--- src/rtl/cmd_frame_pkg.sv ---
package cmd_frame_pkg;

   typedef enum logic [1:0] {
      DL_FIXED   = 2'd0,
      DL_LONGREF = 2'd1,
      DL_LEADZ   = 2'd2,
      DL_QUAD    = 2'd3
   } dl_mode_e;

   typedef enum logic [2:0] {
      SK_GAP  = 3'd0,
      SK_LREF = 3'd1,
      SK_BIT  = 3'd2,
      SK_PAIR = 3'd3,
      SK_HOLD = 3'd4
   } sym_kind_e;

   localparam int unsigned CB_PWD    = 0;
   localparam int unsigned CB_PAGE   = 1;
   localparam int unsigned CB_TEST   = 2;
   localparam int unsigned CB_MODE_L = 3;
   localparam int unsigned CB_MODE_H = 4;

endpackage

--- src/rtl/cmd_frame_builder.sv ---
module cmd_frame_builder
   import cmd_frame_pkg::*;
#(
   parameter int unsigned DATA_W  = 32,
   parameter int unsigned PWD_W   = 32,
   parameter int unsigned ADDR_W  = 3,
   parameter int unsigned FRAME_W = 74,
   parameter int unsigned CNT_W   = 7
) (
   input  dl_mode_e             mode_i,
   input  logic                 pwd_en_i,
   input  logic                 page_i,
   input  logic                 test_i,
   input  logic                 wr_i,
   input  logic                 regread_i,
   input  logic [DATA_W-1:0]    data_i,
   input  logic [PWD_W-1:0]     pwd_i,
   input  logic [ADDR_W-1:0]    addr_i,
   output logic [FRAME_W-1:0]   frame_o,
   output logic [CNT_W-1:0]     nbits_o
);

   localparam int unsigned NEED_W = 6 + PWD_W + 1 + DATA_W + ADDR_W;

   if (FRAME_W < NEED_W) begin : g_bad_frame
      $error("cmd_frame_builder: FRAME_W too small");
   end
   if ((1 << CNT_W) <= FRAME_W) begin : g_bad_cnt
      $error("cmd_frame_builder: CNT_W too small");
   end

   logic [1:0] opcode;

   // Frame is right-aligned, oldest bit at the highest occupied position.
   always_comb begin
      opcode  = (wr_i && test_i) ? 2'b01 : {1'b1, page_i};
      frame_o = '0;
      nbits_o = '0;
      if (mode_i == DL_LEADZ) begin
         frame_o = frame_o << 1;
         nbits_o = nbits_o + CNT_W'(1);
      end
      if (mode_i == DL_QUAD) begin
         frame_o = frame_o << 2;
         nbits_o = nbits_o + CNT_W'(2);
      end
      frame_o = (frame_o << 2) | FRAME_W'(opcode);
      nbits_o = nbits_o + CNT_W'(2);
      if (pwd_en_i) begin
         frame_o = frame_o << 2;
         frame_o = (frame_o << PWD_W) | FRAME_W'(pwd_i);
         nbits_o = nbits_o + CNT_W'(2 + PWD_W);
      end
      // lock bit for writes, separator bit for reads: both zero
      frame_o = frame_o << 1;
      nbits_o = nbits_o + CNT_W'(1);
      if (wr_i) begin
         frame_o = (frame_o << DATA_W) | FRAME_W'(data_i);
         nbits_o = nbits_o + CNT_W'(DATA_W);
      end
      if (wr_i || !regread_i) begin
         frame_o = (frame_o << ADDR_W) | FRAME_W'(addr_i);
         nbits_o = nbits_o + CNT_W'(ADDR_W);
      end
   end

endmodule

--- src/rtl/cmd_symbol_seq.sv ---
module cmd_symbol_seq
   import cmd_frame_pkg::*;
#(
   parameter int unsigned FRAME_W = 74,
   parameter int unsigned CNT_W   = 7
) (
   input  logic               clk,
   input  logic               rst_n,
   input  logic               start_i,
   input  logic [FRAME_W-1:0] frame_i,
   input  logic [CNT_W-1:0]   nbits_i,
   input  dl_mode_e           mode_i,
   input  logic               wr_i,
   input  logic               sym_done_i,
   output logic               sym_req_o,
   output sym_kind_e          sym_kind_o,
   output logic [1:0]         sym_code_o,
   output dl_mode_e           sym_mode_o,
   output logic               busy_o
);

   typedef enum logic [2:0] {
      ST_IDLE, ST_LREF, ST_GAP, ST_SYM, ST_HOLD
   } seq_state_e;

   seq_state_e         state_q;
   logic [FRAME_W-1:0] frame_q;
   logic [CNT_W-1:0]   left_q;
   dl_mode_e           mode_q;
   logic               wr_q;
   logic               quad;
   logic               ack;

   assign quad = (mode_q == DL_QUAD);
   assign ack  = sym_req_o && sym_done_i;

   always_ff @(posedge clk or negedge rst_n) begin
      if (!rst_n) begin
         state_q <= ST_IDLE;
         frame_q <= '0;
         left_q  <= '0;
         mode_q  <= DL_FIXED;
         wr_q    <= 1'b0;
      end else begin
         case (state_q)
            ST_IDLE: if (start_i) begin
               frame_q <= frame_i << (CNT_W'(FRAME_W) - nbits_i);
               left_q  <= nbits_i;
               mode_q  <= mode_i;
               wr_q    <= wr_i;
               state_q <= (mode_i == DL_LONGREF) ? ST_LREF : ST_GAP;
            end
            ST_LREF: if (ack) state_q <= ST_GAP;
            ST_GAP:  if (ack) state_q <= ST_SYM;
            ST_SYM: if (ack) begin
               if (quad) begin
                  frame_q <= frame_q << 2;
                  left_q  <= left_q - CNT_W'(2);
                  if (left_q < CNT_W'(4)) state_q <= ST_HOLD;
               end else begin
                  frame_q <= frame_q << 1;
                  left_q  <= left_q - CNT_W'(1);
                  if (left_q == CNT_W'(1)) state_q <= ST_HOLD;
               end
            end
            ST_HOLD: if (ack) state_q <= ST_IDLE;
            default: state_q <= ST_IDLE;
         endcase
      end
   end

   always_comb begin
      sym_kind_o = SK_GAP;
      sym_code_o = 2'b00;
      case (state_q)
         ST_LREF: sym_kind_o = SK_LREF;
         ST_SYM: begin
            if (quad) begin
               sym_kind_o = SK_PAIR;
               sym_code_o = frame_q[FRAME_W-1 -: 2];
            end else begin
               sym_kind_o = SK_BIT;
               sym_code_o = {1'b0, frame_q[FRAME_W-1]};
            end
         end
         ST_HOLD: begin
            sym_kind_o = SK_HOLD;
            sym_code_o = {1'b0, wr_q};
         end
         default: ;
      endcase
   end

   assign sym_req_o  = (state_q != ST_IDLE);
   assign busy_o     = (state_q != ST_IDLE);
   assign sym_mode_o = mode_q;

endmodule

--- src/rtl/cmd_frame_serializer.sv ---
module cmd_frame_serializer
   import cmd_frame_pkg::*;
#(
   parameter int unsigned DATA_W    = 32,
   parameter int unsigned PWD_W     = 32,
   parameter int unsigned ADDR_W    = 3,
   parameter int unsigned ADDR_IN_W = 8,
   parameter int unsigned CTRL_W    = 8
) (
   input  logic                 clk,
   input  logic                 rst_n,
   input  logic                 start_i,
   input  logic [CTRL_W-1:0]    ctrl_i,
   input  logic                 wr_i,
   input  logic                 regread_i,
   input  logic [DATA_W-1:0]    data_i,
   input  logic [PWD_W-1:0]     pwd_i,
   input  logic [ADDR_IN_W-1:0] addr_i,
   input  logic                 sym_done_i,
   output logic                 sym_req_o,
   output logic [2:0]           sym_kind_o,
   output logic [1:0]           sym_code_o,
   output logic [1:0]           sym_mode_o,
   output logic                 busy_o
);

   localparam int unsigned FRAME_W = 6 + PWD_W + 1 + DATA_W + ADDR_W;
   localparam int unsigned CNT_W   = $clog2(FRAME_W + 1);

   if (ADDR_IN_W < ADDR_W) begin : g_bad_addr
      $error("cmd_frame_serializer: ADDR_IN_W below ADDR_W");
   end
   if (CTRL_W <= CB_MODE_H) begin : g_bad_ctrl
      $error("cmd_frame_serializer: CTRL_W too narrow");
   end

   logic [ADDR_W-1:0] addr_m;
   assign addr_m = addr_i[ADDR_W-1:0];

   if (ADDR_IN_W > ADDR_W) begin : g_addr_wide
      logic addr_hi_unused;
      assign addr_hi_unused = ^addr_i[ADDR_IN_W-1:ADDR_W];
   end
   if (CTRL_W > CB_MODE_H + 1) begin : g_ctrl_wide
      logic ctrl_hi_unused;
      assign ctrl_hi_unused = ^ctrl_i[CTRL_W-1:CB_MODE_H+1];
   end

   dl_mode_e           mode_in;
   logic [FRAME_W-1:0] frame;
   logic [CNT_W-1:0]   nbits;
   sym_kind_e          kind;
   dl_mode_e           mode_out;

   assign mode_in = dl_mode_e'(ctrl_i[CB_MODE_H:CB_MODE_L]);

   cmd_frame_builder #(
      .DATA_W (DATA_W), .PWD_W (PWD_W), .ADDR_W (ADDR_W),
      .FRAME_W(FRAME_W), .CNT_W (CNT_W)
   ) u_build (
      .mode_i    (mode_in),
      .pwd_en_i  (ctrl_i[CB_PWD]),
      .page_i    (ctrl_i[CB_PAGE]),
      .test_i    (ctrl_i[CB_TEST]),
      .wr_i      (wr_i),
      .regread_i (regread_i),
      .data_i    (data_i),
      .pwd_i     (pwd_i),
      .addr_i    (addr_m),
      .frame_o   (frame),
      .nbits_o   (nbits)
   );

   cmd_symbol_seq #(.FRAME_W(FRAME_W), .CNT_W(CNT_W)) u_seq (
      .clk        (clk),
      .rst_n      (rst_n),
      .start_i    (start_i),
      .frame_i    (frame),
      .nbits_i    (nbits),
      .mode_i     (mode_in),
      .wr_i       (wr_i),
      .sym_done_i (sym_done_i),
      .sym_req_o  (sym_req_o),
      .sym_kind_o (kind),
      .sym_code_o (sym_code_o),
      .sym_mode_o (mode_out),
      .busy_o     (busy_o)
   );

   assign sym_kind_o = kind;
   assign sym_mode_o = mode_out;

endmodule

--- config.mk ---
export PLATFORM = sky130hd
export DESIGN_NAME = cmd_frame_serializer
export DESIGN_NICKNAME = d
export VERILOG_FILES = /design/src/rtl/cmd_frame_pkg.sv /design/src/rtl/cmd_frame_builder.sv /design/src/rtl/cmd_symbol_seq.sv /design/src/rtl/cmd_frame_serializer.sv
export SDC_FILE = /design/constraint.sdc
export NUM_CORES = 1
export LEC_CHECK = 0
export ABC_AREA = 1
export BUFFER_PORTS_ARGS = -buffer_cell sky130_fd_sc_hd__buf_4
export CORE_ASPECT_RATIO = 1.5
export CORE_MARGIN = 1
export CORE_UTILIZATION = 25
export CTS_CLUSTER_DIAMETER = 50
export DETAILED_ROUTE_END_ITERATION = 10
export PLACE_DENSITY = 0.39
export SYNTH_ARGS = -nofsm -noshare
export SYNTH_HDL_FRONTEND = slang
export SYNTH_HIERARCHICAL = 1
export SYNTH_SLANG_ARGS = --single-unit
export TNS_END_PERCENT = 1
--- constraint.sdc ---
create_clock -name clk -period 1.99 [get_ports clk]
set_clock_uncertainty 0.05 [all_clocks]
set_input_delay 0 -clock clk [delete_from_list [all_inputs] [get_ports clk]]
set_output_delay 0 -clock clk [all_outputs]
set_load 0.02 [all_outputs]
==> results of run 1 <==
-- kinds of logic (layout without fill, tap and decap cells) --
| family | after synthesis | after routing |
|---|---|---|
| buffers and inverters | 251 | 557 |
| xor gates and xnor gates | 3 | 3 |
| AOI/OAI and AO/OA | 252 | 252 |
| DFF | 87 | 87 |
| adders and majority gates | 10 | 10 |
| and+or+nand+nor | 1269 | 1269 |
| other | 1 | 4 |
-- cells in the final DEF, fill, tap and decap left out, types with 13 or more instances in the layout --
| cell type | netlist | layout |
|---|---|---|
| a21oi_1 | 67 | 47 |
| a21oi_2 | 0 | 20 |
| a221oi_1 | 20 | 20 |
| a22oi_1 | 46 | 46 |
| a31oi_1 | 13 | 13 |
| buf_12 | 0 | 37 |
| buf_4 | 30 | 369 |
| buf_6 | 3 | 15 |
| clkbuf_16 | 0 | 14 |
| dfrtp_1 | 87 | 87 |
| inv_1 | 92 | 87 |
| nand2_1 | 554 | 499 |
| nand2_2 | 5 | 51 |
| nand3_1 | 541 | 328 |
| nand3_2 | 1 | 207 |
| nor2_1 | 137 | 131 |
| o211ai_1 | 31 | 31 |
| o21ai_0 | 41 | 29 |
| o21ai_1 | 7 | 13 |
-- area by class of cell --
cell class | instances | share of cell area
Clock buffer | 10 | 0.0139
Multi-Input combinational cell | 1538 | 0.539
Inverter | 104 | 0.0249
Clock inverter | 6 | 0.00318
Tap cell | 564 | 0.0428
Timing Repair Buffer | 437 | 0.245
Sequential cell | 87 | 0.132
-- critical path: stages --
cell       delay, ps
buf_4            100
nand2_4           60
ha_4             260
inv_1             30
ha_1             260
nand2_1           70
o21ai_2           80
ha_4             310
buf_12           170
clkbuf_16        160
nand3_1          120
nand3_1          140
nand3_2          130
nand2_4           80
o211ai_1         250
buf_4            160
nand3_1           80
a21oi_1          140
-- worst max-delay path by stage --
stage | from | endpoint | slack [ps]
5_1_grt | ctrl_i[3] | u_seq/frame_q[57] | -450
6_report | ctrl_i[3] | u_seq/frame_q[48] | -400
3_5_place_dp | ctrl_i[3] | u_seq/frame_q[72] | -1020
4_1_cts | ctrl_i[3] | u_seq/frame_q[63] | -340
2_1_floorplan | ctrl_i[0] | u_seq/frame_q[58] | -390
3_3_place_gp | ctrl_i[3] | u_seq/frame_q[72] | -1020
-- state kept, by name (all words and copies together) (netlist names) --
name and count:
u_seq/wr_q 1, u_seq/left_q 7, u_seq/sym_mode_o 2, u_seq/frame_q 74, u_seq/state_q 3
-- through the flow --
step | utilization | hold slack [ps] | setup slack [ps] | total power, W
finish | 0.392 | 10.8 | -395 | 0.0168
global route | 0.392 | 18.9 | -455 | 0.0181
CTS | 0.370 | 0.276 | -340 | 0.0160
detailed placement | 0.338 | -22.4 | -1020 | 0.0134
global placement | 0.338 | -25.0 | -1020 | 0.0134
floorplan | - | -346 | -391 | 0.00921
-- where the power goes --
part           switching, W  leakage (nW)  internal (W)  total (W)
Sequential         0.000683          1.02       0.00268    0.00336
Clock              0.000808         0.132      0.000868    0.00168
Combinational       0.00694          6.63       0.00480     0.0117
-- timing repair --
action                     CTS  global route
resized for setup          201           161
hold endpoints to repair    37             0
pin swaps                   39            44
gates cloned                 6             5
setup endpoints to repair   74            79
hold buffers                 3             0
buffers inserted             5             6
-- metal layers --
metal	track usage	up-vias	wire length, µm
met4	0.177	0	4680
met2	0.458	400	29200
li1	-	7000	-
met1	0.288	6794	21700
met3	0.0173	161	1530
met5	0	-	0
==> impl_metrics.toml, run 1 <==
[cells_and_area]
multiInputGateArea_mm2 = 0.00889
area_growth_pct = 54.0
stdcell_count = 2746
stdcell_area_mm2 = 0.0165
num-nets-final = 2273
nFillCells = 4734
drive_gt1_frac = 0.366
n_antenna_cell = 0
seq_area_mm2 = 0.00218

[route]
routedWlPerCell_um = 20.8
firstDrtPassIters = 6
drcViolationCount = 0
vias = 14355
routed_via_density = 5.23
first_iter_violations = 993
postRouteAntennaNets = 0
routed_wl_um = 57100

[synth]
synthMostInstantiatedCell = "nand2_1"
syn_area_mm2 = 0.0107
yosysSeqAreaShare = 0.203
yosys.area.top_type = "nand3_1"
syn_avg_cell_area_um2 = 5.72
synth_compound_gate_area_share = 0.151
synth-xor-area-share = 0.00420
synthAdderAreaFrac = 0.0117
synth.area.mux_share = 0
synth.area.top_cells = "nand3_1, dfrtp_1, nand2_1"
synthArstFlopShare = 1.00
yosysWarnings = 6
synth_ff_type = "dfrtp_1"
synth.top_cell.area_share = 0.253
syn_inst = 1873
synth_edf_count = 0
synth_cell_types = 46
yosys.area_share.simple = 0.520
synth_top_family_by_area = "simple AND/OR/NAND/NOR gates"
synth-seq-cells = 87
yosys-top-cells-count = "nand2_1, nand3_1, nor2_1, inv_1, dfrtp_1"

[min_path]
min_to = "u_seq/wr_q"
min-delay-start = "wr_i"
min_path_type = "in2reg"
whs_path_depth = 4

[global_routing]
gr-usage-all-layers = 0.257
antenna_found_initial = 0
grt_max_degree = 101
overflow = 0
grt_pass1_wl_um = 84900
grt_pass1_vias = 14092

[sta]
worstMarginPinSlew_ps = 538
report.final.hold_viol_count = 0
drv_slew = 0
setup_slack_ps = -395
fmax_mhz = 419
setup_viol_count_final = 74
timing.slew.headroom = 0.641
fin_crit_sh = 1.20
setup_tns_ps = -20870
grt_setup_unrepaired = "yes"
period_minus_slack_ps = 2390

[clocking]
clockBufferDepth = 2
cts_tree = "built"
clkTransAtPathRegs_ps = 70
cts.root.buffer_cell = "clkbuf_16"
clock_latency_ps = 360
htreeDepth = 3
cts_buffers = 9
cts.sinks = 87

[placed_design]
dpl.cell_count = 2705
place_congestion = 0.933
port_buffers = 86
dpl_cell_area_mm2 = 0.0142
dp_hpwl_um = 45300

[power]
ir_drop_mv = 0.552
power_density_mw_per_mm2 = 1020
p_leak_nw = 7.79

[worst_setup_path]
worstPathArrival_ps = 2610
cp-start-kind = "primary input"
timing.reg2reg.setup_slack_ps = 40
regToRegStartpoint = "u_seq/state_q[1]"
cp_data_required_time_ps = 2220
r2r_end = "u_seq/frame_q[3]"
worst-setup-path-type = "in2reg"
cp_max_fo = 10
cp-end-kind = "flop"
r2r_cells = 9

[floorplanning]
rows = 92
ios = 95
die_w_um = 171
die-area_mm2 = 0.0437
initial_core_util = 0.254
core_mm2 = 0.0421
die_height_um = 256

[status]
status = "finished with violations"
violations = "negative setup slack"

[flow_run]
timing.max_cap.violations = 0
Note: power is estimated with default switching activity, not from simulation.
==> run 2: changes to the inputs <==
Settings changed: ABC_AREA 1 to default.
==> impl_metrics.toml, run 2 <==
[clocking]
cts_tree = "built"
htreeDepth = 3
clockBufferDepth = 2
cts.sinks = 87
clock_latency_ps = 360
clkTransAtPathRegs_ps = 70
cts.root.buffer_cell = "clkbuf_16"
cts_buffers = 9

[worst_setup_path]
worst-setup-path-type = "in2reg"
regToRegStartpoint = "u_seq/state_q[0]"
path_common_cell = "ha_4"
crit_family = "multiplexers"
cp_num_buf_inv = 5
timing.reg2reg.setup_slack_ps = -180
cp_data_required_time_ps = 2230
slowest_stage = "mux4_2"
r2r_cells = 10
r2r_end = "u_seq/frame_q[37]"
cp-start-kind = "primary input"
cp_max_fo = 5
crit_chain = "buf_8 -> nand2_4 -> ha_4 -> inv_4 -> ha_4 -> nor2_4 -> a21oi_4 -> ha_4 -> buf_12 -> xor2_4 -> buf_12 -> buf_8 -> mux2i_1 -> mux4_2 -> mux4_2 -> a311o_1 -> o21ai_1"
worstPathArrival_ps = 3190
max_stage_delay_ps = 520
cp-end-kind = "flop"

[floorplanning]
ios = 95
core_mm2 = 0.0456
die_height_um = 265
rows = 96
die_w_um = 177
die-area_mm2 = 0.0471
initial_core_util = 0.253

[status]
violations = "negative setup slack"
status = "finished with violations"

[route]
first_iter_violations = 728
routed_via_density = 5.42
routedWlPerCell_um = 24.8
vias = 13351
drcViolationCount = 0
routed_wl_um = 61200
firstDrtPassIters = 5
postRouteAntennaNets = 0

[cells_and_area]
num-nets-final = 1969
top_register = "u_seq/frame_q"
stdcell_count = 2465
reg_top3 = "u_seq/frame_q (74), u_seq/left_q (7), u_seq/state_q (3)"
n_antenna_cell = 0
layout_commonest_cell = "buf_4"
drive_gt1_frac = 0.414
area_growth_pct = 50.4
largest_reg_flops = 74
stdcell_area_mm2 = 0.0174
multiInputGateArea_mm2 = 0.00927
nFillCells = 4832
final_cell_mix = "buf_4, nand2_1, mux2i_1, a21oi_1, nor2_1"
seq_area_mm2 = 0.00218

[sta]
fmax_mhz = 339
setup_slack_ps = -959
worstMarginPinSlew_ps = 650
fin_crit_sh = 1.48
timing.slew.headroom = 0.562
grt_setup_unrepaired = "yes"
period_minus_slack_ps = 2950
report.final.hold_viol_count = 0
drv_slew = 0
setup_viol_count_final = 74

[synth]
synth.area.top_cells = "dfrtp_1, mux2i_1, mux4_2"
yosys-top-cells-count = "nand2_1, mux2i_1, a21oi_1, nor2_1, o21ai_0"
yosysWarnings = 6
yosysSeqAreaShare = 0.189
syn_inst = 1452
synth_cell_types = 75
yosys.area.top_type = "dfrtp_1"
synthMostInstantiatedCell = "nand2_1"
synth.top_cell.area_share = 0.189
synth-seq-cells = 87
synthArstFlopShare = 1.00
syn_avg_cell_area_um2 = 7.95
synth_edf_count = 0
syn_area_mm2 = 0.0115
synth_ff_type = "dfrtp_1"

[global_routing]
overflow = 0
gr-usage-all-layers = 0.262
grt_pass1_wl_um = 90200
grt_max_degree = 62
antenna_found_initial = 0
grt_pass1_vias = 13873

[placed_design]
dp_hpwl_um = 49800
dpl.cell_count = 2425
dpl_cell_area_mm2 = 0.0160
port_buffers = 86
place_congestion = 0.938

[min_path]
whs_path_depth = 5
min-delay-start = "start_i"
min_path_type = "in2reg"
min_to = "u_seq/state_q[0]"

[power]
ir_drop_mv = 0.459
power_density_mw_per_mm2 = 1160
p_leak_nw = 7.56

[flow_run]
timing.max_cap.violations = 0
==> run 2: metrics by stage <==
stage          setup TNS [ps]  total power (W)  setup WS (ps)  utilization  hold WS [ps]
2_1_floorplan          -69630           0.0103          -1080            -          -346
3_3_place_gp          -103720           0.0171          -1680        0.350         -54.0
3_5_place_dp          -107160           0.0171          -1760        0.350         -48.8
4_1_cts                -54110           0.0197           -902        0.375          41.4
5_1_grt                -62840           0.0212          -1060        0.380          51.7
6_report               -54860           0.0201           -959        0.380          40.1
==> run 2: layout make-up <==
cell class,instances,area share
Multi-Input combinational cell,1212,0.534
Timing Repair Buffer,546,0.278
Sequential cell,87,0.125
Tap cell,588,0.0424
Clock buffer,12,0.0142
Inverter,17,0.00469
Clock inverter,3,0.00108
==> run 2: worst max-delay path by stage <==
stage / start / to / slack [ps] / cells past startpoint
2_1_floorplan: ctrl_i[0] / u_seq/frame_q[62] / -1080 / 18
3_3_place_gp: ctrl_i[3] / u_seq/frame_q[70] / -1680 / 16
3_5_place_dp: ctrl_i[3] / u_seq/frame_q[51] / -1760 / 18
4_1_cts: ctrl_i[4] / u_seq/frame_q[72] / -900 / 17
5_1_grt: ctrl_i[4] / u_seq/frame_q[72] / -1060 / 17
6_report: ctrl_i[4] / u_seq/frame_q[72] / -960 / 17
==> run 2: repair_timing <==
action                                  in CTS  in global routing
endpoints found under the setup margin      79                 79
hold buffers                                 4                  0
endpoints found under the hold margin       91                  0
cloned                                       5                  0
pin swaps                                   28                 11
resized for setup                          137                 66
buffers inserted                            15                  2
==> run 2: layer usage <==
metal,global-route usage,part of all wire,vias up
li1,-,-,6242
met1,0.269,0.36,6527
met2,0.482,0.52,409
met3,0.0259,0.033,173
met4,0.200,0.088,0
met5,0,0,-
==> run 2: report_power, final <==
| group | leakage (nW) | internal [W] | switching, W | total, W |
|---|---|---|---|---|
| Sequential | 1.09 | 0.00256 | 0.000674 | 0.00324 |
| Combinational | 6.33 | 0.00697 | 0.00823 | 0.0152 |
| Clock | 0.133 | 0.000877 | 0.000773 | 0.00165 |
==> run 2: cells by family (layout without fill, tap and decap cells) <==
group,count (synthesis),in the layout,share of synthesized area
mux,310,310,0.325
flops,87,87,0.189
xor+xnor,10,10,0.00824
other cells,1,4,0.000325
compound gates,421,421,0.226
buf+inv,156,578,0.0714
fa+ha+maj,10,10,0.0108
simple gates,457,457,0.170
==> run 2: worst reg2reg max path, cell delays in order, from the launching register on <==
cell and delay (ps):
dfrtp_1 350, inv_1 60, or3_4 440, clkinv_4 110, nor2_1 60, buf_4 190, nand2_1 130, nor2_1 50
buf_4 160, a211o_1 290, o22a_1 150
==> run 3: changes to the inputs <==
Settings changed: CORE_UTILIZATION 25 to 45, PLACE_DENSITY 0.39 to 0.62.
==> impl_metrics.toml, run 3 (synthesis results as in run 2) <==
[floorplanning]
ios = 95
die_w_um = 133
core_mm2 = 0.0251
rows = 71
die-area_mm2 = 0.0263
initial_core_util = 0.459
die_height_um = 198

[placed_design]
dpl_cell_area_mm2 = 0.0153
place_ws_ps = -1680
port_buffers = 86
place_congestion = 1.04
dp_hpwl_um = 42300

[cells_and_area]
layout_commonest_cell = "buf_4"
num-nets-final = 1960
final_cell_mix = "buf_4, nand2_1, mux2i_1, a21oi_1, dfrtp_1"
multiInputGateArea_mm2 = 0.00963
seq_area_mm2 = 0.00218
drive_gt1_frac = 0.441
n_antenna_cell = 0
largest_reg_flops = 74
top_register = "u_seq/frame_q"
stdcell_area_mm2 = 0.0174
nFillCells = 2069
reg_top3 = "u_seq/frame_q (74), u_seq/left_q (7), u_seq/state_q (3)"
fin_util = 0.692
area_growth_pct = 50.7

[power]
ir_drop_mv = 0.823
power_density_mw_per_mm2 = 1180
p_leak_nw = 7.62

[worst_setup_path]
worst-setup-path-type = "in2reg"
cp-end-kind = "flop"
cp_max_fo = 5
r2r_cells = 10
r2r_end = "u_seq/frame_q[37]"
worstPathArrival_ps = 3060
timing.reg2reg.setup_slack_ps = -250
cp_data_required_time_ps = 2190
cp-start-kind = "primary input"
regToRegStartpoint = "u_seq/state_q[1]"

[flow_run]
timing.max_cap.violations = 0

[global_routing]
grt_pass1_wl_um = 80200
grt_max_degree = 60
antenna_found_initial = 1
overflow = 0
grt_pass1_vias = 13688
gr-usage-all-layers = 0.407

[sta]
setup_slack_ps = -875
timing.slew.headroom = 0.635
worstMarginPinSlew_ps = 541
setup_viol_count_final = 75
grt_setup_unrepaired = "yes"
period_minus_slack_ps = 2860
hold_ws_ps = 34.8
report.final.hold_viol_count = 0
drv_slew = 0
fmax_mhz = 349
fin_crit_sh = 1.44

[clocking]
clock_latency_ps = 360
cts_tree = "built"
clockBufferDepth = 2
cts.sinks = 87
cts_buffers = 9
cts.root.buffer_cell = "clkbuf_16"
htreeDepth = 3
clkTransAtPathRegs_ps = 70

[status]
violations = "negative setup slack"
status = "finished with violations"

[route]
postRouteAntennaNets = 0
drcViolationCount = 0
vias = 13722
first_iter_violations = 993
routed_wl_um = 53500
routedWlPerCell_um = 24.3
firstDrtPassIters = 5
routed_via_density = 6.25

[min_path]
min_path_type = "in2async"
==> run 3: repair_timing <==
item,CTS,global route
gates cloned,1,1
setup endpoints to repair,81,81
hold endpoints to repair,91,0
gates resized for setup,222,103
hold buffers,4,0
pin swaps,48,27
buffers inserted,33,18
==> run 3: area by class of cell <==
cell class / instances / share of cell area
multi-input cells: 1212 / 0.554
repair buffers: 537 / 0.273
flip-flops and latches: 87 / 0.125
well taps: 328 / 0.0236
clock buffers: 12 / 0.0153
clock inverters: 4 / 0.00439
inverters: 17 / 0.00432
==> run 3: per-layer routing <==
metal	share of wire	track usage	vias to the layer above
met5	0.00024	0	-
met3	0.050	0.0474	265
met4	0.10	0.366	2
li1	-	-	6228
met2	0.49	0.715	631
met1	0.36	0.428	6596
==> run 3: worst max-delay path by stage <==
stage / startpoint / end / slack, ps / cells past startpoint
after floorplan: ctrl_i[0] / u_seq/frame_q[62] / -1080 / 18
after global placement: ctrl_i[3] / u_seq/frame_q[45] / -1680 / 15
after detailed placement: ctrl_i[3] / u_seq/frame_q[61] / -1680 / 17
after CTS: ctrl_i[4] / u_seq/frame_q[62] / -750 / 15
after global routing: ctrl_i[4] / u_seq/frame_q[69] / -960 / 16
final: ctrl_i[4] / u_seq/frame_q[69] / -870 / 16
==> run 3: where the power goes <==
part,internal [W],switching [W]
sequential,0.00257,0.000634
combinational,0.00706,0.00824
clock,0.00120,0.000746
total,0.0108,0.00962
==> run 3: per-stage QoR <==
| stage | power [W] | instances | setup TNS, ps |
|---|---|---|---|
| final | 0.0205 | 2197 | -50720 |
| after global routing | 0.0215 | 2197 | -57370 |
| after CTS | 0.0195 | 2178 | -45090 |
| after detailed placement | 0.0162 | 2125 | -105650 |
| after global placement | 0.0161 | 2125 | -103260 |
| after floorplan | 0.0103 | 1455 | -69630 |
==> run 3: worst max-delay path: stages <==
cell and delay, ps:
buf_8 100, buf_6 110, and2b_2 220, ha_4 280, nor2_4 30, a21oi_4 160
ha_4 240, buf_6 110, o21a_4 150, xor2_4 220, buf_12 160, mux2_4 300
a222oi_1 360, mux2_4 280, a221oi_2 70, o31a_1 250
